File: config.mk
export PLATFORM = sky130hd
export DESIGN_NAME = exc_entry_seq
export DESIGN_NICKNAME = d
export VERILOG_FILES = /design/src/rtl/exc_entry_pkg.sv /design/src/rtl/exc_vec_sel.sv /design/src/rtl/exc_frame_calc.sv /design/src/rtl/exc_entry_seq.sv
export SDC_FILE = /design/constraint.sdc
export NUM_CORES = 1
export LEC_CHECK = 0
export BUFFER_PORTS_ARGS = -buffer_cell sky130_fd_sc_hd__buf_2
export CORE_AREA = 10 10 173 175
export CTS_BUF_LIST = sky130_fd_sc_hd__clkbuf_4
export DETAILED_ROUTE_END_ITERATION = 8
export DIE_AREA = 0 0 183 185
export PLACE_DENSITY_LB_ADDON = 0.15
export SLEW_MARGIN = 10
export SYNTH_ARGS = -nofsm -noshare
export SYNTH_HDL_FRONTEND = slang
export SYNTH_SLANG_ARGS = --single-unit
File: constraint.sdc
create_clock -name clk -period 5.4 [get_ports clk]
set_input_delay 0.27 -clock clk [delete_from_list [all_inputs] [get_ports clk]]
set_output_delay 0.27 -clock clk [all_outputs]
set_load 0.02 [all_outputs]
File: src/rtl/exc_entry_pkg.sv
package exc_entry_pkg;
  localparam int XLEN = 32;
  localparam int VW   = 8;

  typedef enum logic [1:0] {
    CAUSE_BRK = 2'd0,
    CAUSE_NMI = 2'd1,
    CAUSE_BUS = 2'd2,
    CAUSE_IRQ = 2'd3
  } cause_e;

  typedef enum logic [2:0] {
    ST_IDLE, ST_SAVE, ST_STACK, ST_STATUS, ST_FETCH, ST_DONE
  } state_e;

  // Mode-history shift of the status word.
  function automatic logic [XLEN-1:0] mode_shift(input logic [XLEN-1:0] s);
    return {s[31:30], s[19:0], 10'b0};
  endfunction

  function automatic logic [XLEN-1:0] xstat_word(input logic [VW-1:0] v);
    return {{(XLEN-VW-8){1'b0}}, v, 8'b0};
  endfunction

  function automatic logic [XLEN-1:0] handler_addr(input logic [XLEN-1:0] base,
                                                   input logic [VW-1:0] v);
    return base + {{(XLEN-VW-2){1'b0}}, v, 2'b00};
  endfunction
endpackage

File: src/rtl/exc_vec_sel.sv
module exc_vec_sel
  import exc_entry_pkg::*;
(
  input  logic [1:0]    cause,
  input  logic [VW-1:0] trap_vec,
  input  logic [VW-1:0] fault_vec,
  input  logic [VW-1:0] irq_vec,
  output logic [VW-1:0] vec
);
  always_comb begin
    unique case (cause_e'(cause))
      CAUSE_BRK: vec = trap_vec;
      CAUSE_NMI: vec = '0;
      CAUSE_BUS: vec = fault_vec;
      default:   vec = irq_vec;
    endcase
  end
endmodule

File: src/rtl/exc_frame_calc.sv
module exc_frame_calc
  import exc_entry_pkg::*;
#(
  parameter int M_BIT = 9,
  parameter int F_BIT = 10
) (
  input  logic            legacy,
  input  logic            is_nmi,
  input  logic [XLEN-1:0] pc,
  input  logic [2:0]      dslot,
  input  logic [XLEN-1:0] status,
  input  logic [VW-1:0]   vec,
  output logic [XLEN-1:0] ret_exc,
  output logic [XLEN-1:0] status_next,
  output logic [XLEN-1:0] xstat
);
  logic [XLEN-1:0] masked;

  always_comb begin
    masked = status;
    if (is_nmi) masked[M_BIT] = 1'b0;
    ret_exc     = legacy ? pc : pc - {{(XLEN-3){1'b0}}, dslot};
    status_next = legacy ? (masked | (XLEN'(1) << F_BIT)) : mode_shift(masked);
    xstat       = xstat_word(vec);
  end
endmodule

File: src/rtl/exc_entry_seq.sv
module exc_entry_seq
  import exc_entry_pkg::*;
#(
  parameter int LEGACY_VER = 32,
  parameter int U_BIT      = 8,
  parameter int M_BIT      = 9,
  parameter int F_BIT      = 10
) (
  input  logic        clk,
  input  logic        rst_n,
  input  logic        req_valid,
  input  logic [1:0]  req_cause,
  input  logic [2:0]  req_dslot,
  output logic        req_ready,
  input  logic [7:0]  trap_vec,
  input  logic [7:0]  fault_vec,
  input  logic [7:0]  irq_vec,
  input  logic [7:0]  ver_in,
  input  logic [31:0] pc_in,
  input  logic [31:0] status_in,
  input  logic [31:0] sp_in,
  input  logic [31:0] ksp_in,
  input  logic [31:0] vbase_in,
  output logic        ret_exc_we,
  output logic        ret_nmi_we,
  output logic        ret_brk_we,
  output logic [31:0] ret_wd,
  output logic        xstat_we,
  output logic [31:0] xstat_wd,
  output logic        dslot_clr,
  output logic        status_we,
  output logic [31:0] status_wd,
  output logic        usp_we,
  output logic [31:0] usp_wd,
  output logic        sp_we,
  output logic [31:0] sp_wd,
  output logic        mem_valid,
  output logic [31:0] mem_addr,
  input  logic        mem_ready,
  input  logic [31:0] mem_rdata,
  output logic        pc_we,
  output logic [31:0] pc_wd,
  output logic        done,
  output logic        fatal
);
  state_e          state;
  logic [1:0]      s_cause;
  logic [2:0]      s_dslot;
  logic [VW-1:0]   s_vec;
  logic            s_legacy;
  logic [XLEN-1:0] s_pc, s_status, s_sp, s_ksp, s_vbase;
  logic            pend_bus;

  logic [VW-1:0]   vec_now;
  logic            legacy_now, accept, leg_bus, s_nmi, s_user;
  logic [XLEN-1:0] ret_exc_val, status_next, xstat_val;

  exc_vec_sel u_vec (
    .cause(req_cause), .trap_vec(trap_vec), .fault_vec(fault_vec),
    .irq_vec(irq_vec), .vec(vec_now)
  );

  exc_frame_calc #(.M_BIT(M_BIT), .F_BIT(F_BIT)) u_frame (
    .legacy(s_legacy), .is_nmi(s_nmi), .pc(s_pc), .dslot(s_dslot),
    .status(s_status), .vec(s_vec), .ret_exc(ret_exc_val),
    .status_next(status_next), .xstat(xstat_val)
  );

  assign legacy_now = ({24'b0, ver_in} < LEGACY_VER);
  assign req_ready  = (state == ST_IDLE);
  assign accept     = req_valid && req_ready;
  assign leg_bus    = accept && legacy_now && (req_cause == CAUSE_BUS);
  assign s_nmi      = (s_cause == CAUSE_NMI);
  assign s_user     = s_status[U_BIT];
  assign fatal      = leg_bus || (req_valid && req_cause == CAUSE_BUS && pend_bus);

  always_ff @(posedge clk) begin
    if (!rst_n) begin
      state    <= ST_IDLE;
      s_cause  <= '0;
      s_dslot  <= '0;
      s_vec    <= '0;
      s_legacy <= 1'b0;
      s_pc     <= '0;
      s_status <= '0;
      s_sp     <= '0;
      s_ksp    <= '0;
      s_vbase  <= '0;
      pend_bus <= 1'b0;
    end else begin
      unique case (state)
        ST_IDLE: if (accept && !leg_bus) begin
          state    <= ST_SAVE;
          s_cause  <= req_cause;
          s_dslot  <= req_dslot;
          s_vec    <= vec_now;
          s_legacy <= legacy_now;
          s_pc     <= pc_in;
          s_status <= status_in;
          s_sp     <= sp_in;
          s_ksp    <= ksp_in;
          s_vbase  <= vbase_in;
          pend_bus <= (req_cause == CAUSE_BUS);
        end
        ST_SAVE:   state <= ST_STACK;
        ST_STACK:  state <= ST_STATUS;
        ST_STATUS: state <= ST_FETCH;
        ST_FETCH: if (mem_ready) begin
          state    <= ST_DONE;
          pend_bus <= 1'b0;
        end
        default:   state <= ST_IDLE;
      endcase
    end
  end

  always_comb begin
    ret_exc_we = 1'b0;
    ret_nmi_we = 1'b0;
    ret_brk_we = 1'b0;
    ret_wd     = s_pc;
    xstat_we   = 1'b0;
    dslot_clr  = 1'b0;
    status_we  = 1'b0;
    usp_we     = 1'b0;
    sp_we      = 1'b0;
    mem_valid  = 1'b0;
    pc_we      = 1'b0;
    done       = 1'b0;
    unique case (state)
      ST_SAVE: begin
        if (s_legacy) begin
          ret_brk_we = (s_cause == CAUSE_BRK) || s_nmi;
          ret_exc_we = (s_cause == CAUSE_IRQ);
        end else begin
          ret_nmi_we = s_nmi;
          ret_exc_we = !s_nmi;
          ret_wd     = s_nmi ? s_pc : ret_exc_val;
          xstat_we   = 1'b1;
          dslot_clr  = (s_dslot != 3'd0);
        end
      end
      ST_STACK: begin
        usp_we = s_user;
        sp_we  = s_user;
      end
      ST_STATUS: status_we = !s_legacy;
      ST_FETCH: begin
        mem_valid = 1'b1;
        pc_we     = mem_ready;
      end
      ST_DONE: begin
        done      = 1'b1;
        status_we = s_legacy;
      end
      default: ;
    endcase
  end

  assign xstat_wd  = xstat_val;
  assign status_wd = status_next;
  assign usp_wd    = s_sp;
  assign sp_wd     = s_ksp;
  assign mem_addr  = handler_addr(s_vbase, s_vec);
  assign pc_wd     = mem_rdata;
endmodule

==> results of run 1 <==
-- cell families after synthesis --
logic type,after synthesis
buf+inv,147
other cells,1
compound gates,208
simple gates,490
fa+ha+maj,13
flops,178
xor+xnor,59
mux,27
-- metal layers --
layer | vias up | share of wire
li1 | 4567 | -
met1 | 4187 | 0.42
met2 | 313 | 0.47
met3 | 33 | 0.086
met4 | 0 | 0.018
met5 | - | 0
-- cell usage in the layout, fill, tap and decap left out, drive strengths merged, types with 6 or more instances in the layout --
cell type,netlist,routed
buf,65,383
nand2,345,345
dfxtp,178,178
a21oi,178,178
dlygate4sd3,0,172
nor2,37,37
xor2,34,34
mux2,27,27
nor3,26,26
xnor2,25,25
conb,1,24
inv,14,22
clkbuf,67,17
nand4,12,12
and2,12,12
ha,11,11
nor4,9,9
a221oi,8,8
nand2b,7,7
or3,7,7
o21ai,7,7
clkinv,1,7
and3,6,6
nand3,6,6
nor2b,6,6
-- layout make-up --
cell class	count	area (µm²)	area share
sequential	178	3560	0.288
timing repair buffer	555	3660	0.296
inverter	15	61.3	0.00496
multi-input combinational	821	4360	0.353
antenna	3	7.51	0.000608
tap	341	427	0.0345
clock buffer	17	128	0.0103
clock inverter	15	146	0.0119
-- flip-flops by register name, summed over array words and instances (netlist names) --
| name | flops |
|---|---|
| s_dslot | 3 |
| sp_wd | 32 |
| usp_wd | 32 |
| pend_bus | 1 |
| s_legacy | 1 |
| s_vec | 8 |
| s_vbase | 32 |
| s_cause | 2 |
| s_pc | 32 |
| s_status | 32 |
| state | 3 |
-- worst max-delay path by stage --
stage	start	to	slack (ns)	cells after the start
global route	s_legacy	ret_wd[18]	1.32	7
global placement	s_legacy	ret_wd[18]	2.12	7
floorplan	s_legacy	ret_wd[24]	2.55	8
CTS	s_legacy	ret_wd[18]	1.43	7
detailed placement	s_legacy	ret_wd[18]	2.11	7
finish	s_legacy	ret_wd[18]	1.56	7
-- worst max-delay path, stage by stage, from the launching register on --
cell and delay [ns]:
dfxtp_1 0.33, buf_4 0.24, or4b_1 0.68, or4_4 0.56, or3_1 0.54, nor4_4 0.22, xor2_1 0.23, buf_2 0.21
-- through the flow --
stage	hold slack, ns	instances	util
after floorplan	0.406	1146	-
after global placement	0.438	1738	0.389
after detailed placement	0.443	1738	0.389
after CTS	0.0381	1942	0.465
after global routing	0.0634	1945	0.465
final	0.129	1945	0.465
-- power breakdown --
part | internal (mW) | leakage (nW) | switching [mW]
Clock | 0.207 | 0.148 | 0.558
Sequential | 1.56 | 1.46 | 0.214
Combinational | 0.706 | 4.19 | 1.30
Total | 2.47 | 5.80 | 2.08
==> run summary, run 1 <==
outcome: completed
CP arrival: 3.57 ns
clock latency on the worst-skew pair: 0.57 ns
Longest Clk Path Bufs: 2
# port buffers: 376
Num CTS Buffers: 17
CP Class: register to output pin
Overall Power: 4.55 mW
critical path fanouts, max: 37
M3 GR Usage: 0.0660
clock slew at the register clock pins of the worst setup and hold paths: 0.18 ns
Post-synth EDFFs: 0
met2 Use GR: 0.302
first-pass GRT wire length: 50.8 mm
Final Net Count: 1834
Slew Limit Headroom: 0.336
final instance area: 0.0124 mm²
Area contributors post-synth: dfxtp_1, nand2_1, a21oi_1, buf_4, mux2_2
row count: 60
flops & latches, synth: 178
Die Span Y: 185 µm
Tot GR Track Use: 0.186
worst reg2reg setup slack: 2.65 ns
Core Box Area: 0.0266 mm²
Primary FF master, synth: dfxtp_1
vias in the first global route: 9009
DP Worst Slack: 2.11 ns
top post-synthesis cells by count: nand2_1, a21oi_1, dfxtp_1, clkbuf_1, buf_4
largest family of logic cells by synthesized area: simple AND/OR/NAND/NOR gates
FFs w/ async S/R, synth: 0
clk sinks: 178
clk_skew: 0.0230 ns
Fin. Hold Viols: 0
P per Cell Area: 368 mW/mm²
RSZ-0062 raised after global routing: false
Resize count post-CTS: 0
Cell Area, Synth: 0.00862 mm²
post-route ant nets: 0
GR peak layer: met2
Starting Density: 0.324
Pre-antenna DRT Iters: 5
Fmax achieved: 260 MHz
HPWL Detailed: 23.5 mm
initial antenna violation count: 1
met1 usage: 0.226
Crit. End Element: output pin
largest net degree at the start of global routing: 123
cell taking the most area after synthesis: dfxtp_1
crit start category: register
min cycle time layout: 3.84 ns
r2r endpoint: pend_bus
CTS Root Cell: clkbuf_4
die area: 0.0339 mm²
Tcrit/Tclk final: 0.712
Yosys warning total: 0
area share of fa/ha/maj cells after synthesis: 0.0206
FF-to-FF path depth: 6
total routed wirelength: 32.8 mm
Worst R2R Start: state[2]
CTS tree: yes
worst setup margin: 1.56 ns
IO Pins: 470
setup TNS: 0 ns
gr ovfl total: 0
Slew @ Worst Pin: 0.995 ns
Leak: 5.80 nW
Hold Path Depth: 4
Mean Syn Cell Area: 7.68 µm²
Finish-stage setup viols: 0
Die X: 183 µm
gate count after technology mapping: 1123
hold path endpoint: s_vec[2]
top cell type's share of synthesized area: 0.413
Hold-fix buffers, CTS: 172
wire length per cell: 16.9 µm
1st-iter DRT viols: 554
Post-Synth XOR/XNOR Area: 0.0600
multiplexer area fraction after synthesis: 0.0353
hold path start: irq_vec[2]
CTS H-tree depth: 4
Hold Path Class: primary input to register
Max Slew Vio Count: 0
fillcell total: 2669
Seq/Total Area, Yosys: 0.413
placer congestion estimate: 0.780
Synth cell types: 53
Area growth, synth to finish: 43.3%
via count: 9100
DP Area: 0.0103 mm²
Worst EP required: 5.13 ns
DR DRC count: 0
Synth Area in Simple Gates: 0.248
Max Cap Violations: 0
count leader, synth: nand2_1
Worst VDD drop: 0.000162 V
share of cells above drive strength 1: 0.282
Post-CTS Setup Bufs: 0
Vias/cell: 4.68
compound-cell area share of the yosys netlist: 0.130
(Power assumes the default switching activity.)
==> inputs of run 2 (changes only) <==
CORE_AREA = 10 10 175 177   (was 10 10 173 175)
DIE_AREA = 0 0 185 187   (was 0 0 183 185)
clock period = 3.86 ns   (was 5.4 ns; I/O delays follow)
==> run 2 against run 1 <==
Non-clock buffer count up 5; first-iteration DRC count up 4.0%; critical endpoint is now ret_wd[24]; die area up 2.2%; sequential power up 40%; core utilization down 1.0 points; critical path type unchanged; cell count up 0.51%.
==> run summary, run 2 (synthesis gave the netlist of run 1 again) <==
outcome: completed
gr ovfl total: 0
Pre-antenna DRT Iters: 5
Num CTS Buffers: 17
CTS tree: yes
GR peak layer: met2
clk_skew: 0.0364 ns
placer congestion estimate: 0.811
Finish-stage setup viols: 0
P per Cell Area: 518 mW/mm²
Tot GR Track Use: 0.189
CTS H-tree depth: 4
Core Box Area: 0.0273 mm²
CP arrival: 3.40 ns
worst setup margin: 0.262 ns
Worst R2R Start: state[2]
post-route ant nets: 0
Final Net Count: 1839
critical path's largest stage delay: 0.61 ns
Worst Setup EP: ret_wd[24]
Worst EP required: 3.67 ns
FF-to-FF path depth: 8
Starting Density: 0.315
Worst VDD drop: 0.000281 V
Post-CTS Setup Bufs: 0
commonest non-fill, non-tap cell in the layout: buf_2
Slew Limit Headroom: 0.283
critical path's slowest cell: or4b_1
Vias/cell: 4.68
RSZ-0062 raised after global routing: false
worst reg2reg setup slack: 1.26 ns
Fmax achieved: 278 MHz
final core utilization: 0.454
1st-iter DRT viols: 576
Max Cap Violations: 0
row count: 61
initial antenna violation count: 2
met2 Use GR: 0.315
Overall Power: 6.43 mW
Hold Path Class: primary input to register
CP Class: register to output pin
critical-path cell list: or4b_1 -> or4_4 -> or3_1 -> nor3_4 -> xor2_1 -> buf_2
Longest Clk Path Bufs: 2
Die X: 185 µm
Leak: 5.83 nW
first-pass GRT wire length: 52.4 mm
met1 usage: 0.224
Die Span Y: 187 µm
share of cells above drive strength 1: 0.284
Resize count post-CTS: 0
# port buffers: 376
vias in the first global route: 9203
wire length per cell: 17.3 µm
HPWL Detailed: 24.1 mm
IO Pins: 470
via count: 9143
die area: 0.0346 mm²
Slew @ Worst Pin: 1.08 ns
final hold slack: 0.106 ns
clock slew at the register clock pins of the worst setup and hold paths: 0.15 ns
setup TNS: 0 ns
total routed wirelength: 33.8 mm
most frequent cells in the layout: buf_2, nand2_1, dfxtp_1, a21oi_1, dlygate4sd3_1
crit start category: register
min cycle time layout: 3.60 ns
M3 GR Usage: 0.0651
Fin. Hold Viols: 0
worst setup path start: state[0]
r2r endpoint: s_vec[4]
largest net degree at the start of global routing: 128
DP Worst Slack: 0.843 ns
clk sinks: 178
critical path fanouts, max: 10
Area growth, synth to finish: 44.0%
Crit. End Element: output pin
clock latency on the worst-skew pair: 0.57 ns
Max Slew Vio Count: 0
DR DRC count: 0
CTS Root Cell: clkbuf_4
fillcell total: 2777
Tcrit/Tclk final: 0.932
run 2: cell count changes in the layout (fill, tap and decap cells not counted), sizes merged:
| cell | change |
|---|---|
| buf | +4 |
| clkbuf | +1 |
| clkinv | -2 |
| clkinvlp | +1 |
| dlygate4sd3 | +1 |
run 2: report_power, final:
| part | internal, mW | switching, mW |
|---|---|---|
| clock network | 0.299 | 0.779 |
| registers | 2.18 | 0.294 |
| logic | 1.02 | 1.86 |
run 2: per-layer routing:
layer / up-vias / wire length (µm)
met2: 313 / 16100
met5: - / 0
met1: 4230 / 14000
met4: 0 / 704
li1: 4567 / -
met3: 33 / 2870
run 2: area by class of cell:
class,count,area (µm²),share of cell area
Tap cell,346,433,0.0349
Antenna cell,3,7.51,0.000605
Timing Repair Buffer,560,3710,0.299
Clock buffer,18,135,0.0109
Clock inverter,14,143,0.0115
Inverter,15,61.3,0.00494
Multi-Input combinational cell,821,4360,0.351
Sequential cell,178,3560,0.287
run 2: timing repair:
action / in CTS / in global routing
endpoints found under the setup margin: 0 / 0
hold buffers: 173 / 0
endpoints found under the hold margin: 173 / 0
run 2: critical path, delay by kind of cell (launching register included):
kind	cells	cell delay (ns)
simple gates	4	1.98
flops	1	0.53
buf+inv	1	0.18
xor+xnor	1	0.17
run 2: stage by stage:
stage / cell area [µm²] / instances
after floorplan: 8710 / 1146
after global placement: 10400 / 1747
final: 12400 / 1955
after global routing: 12400 / 1954
after CTS: 12400 / 1952
after detailed placement: 10400 / 1747
run 2: how the worst min path moves through the flow:
stage / startpoint / to / slack (ns) / depth (start not counted)
after CTS: fault_vec[2] / s_vec[2] / 0.04 / 4
after detailed placement: mem_rdata[10] / pc_wd[10] / 0.39 / 0
after global placement: mem_rdata[10] / pc_wd[10] / 0.39 / 0
after floorplan: status_in[10] / s_status[10] / 0.33 / 2
final: req_valid / s_cause[1] / 0.11 / 3
after global routing: req_valid / s_cause[1] / 0.06 / 3
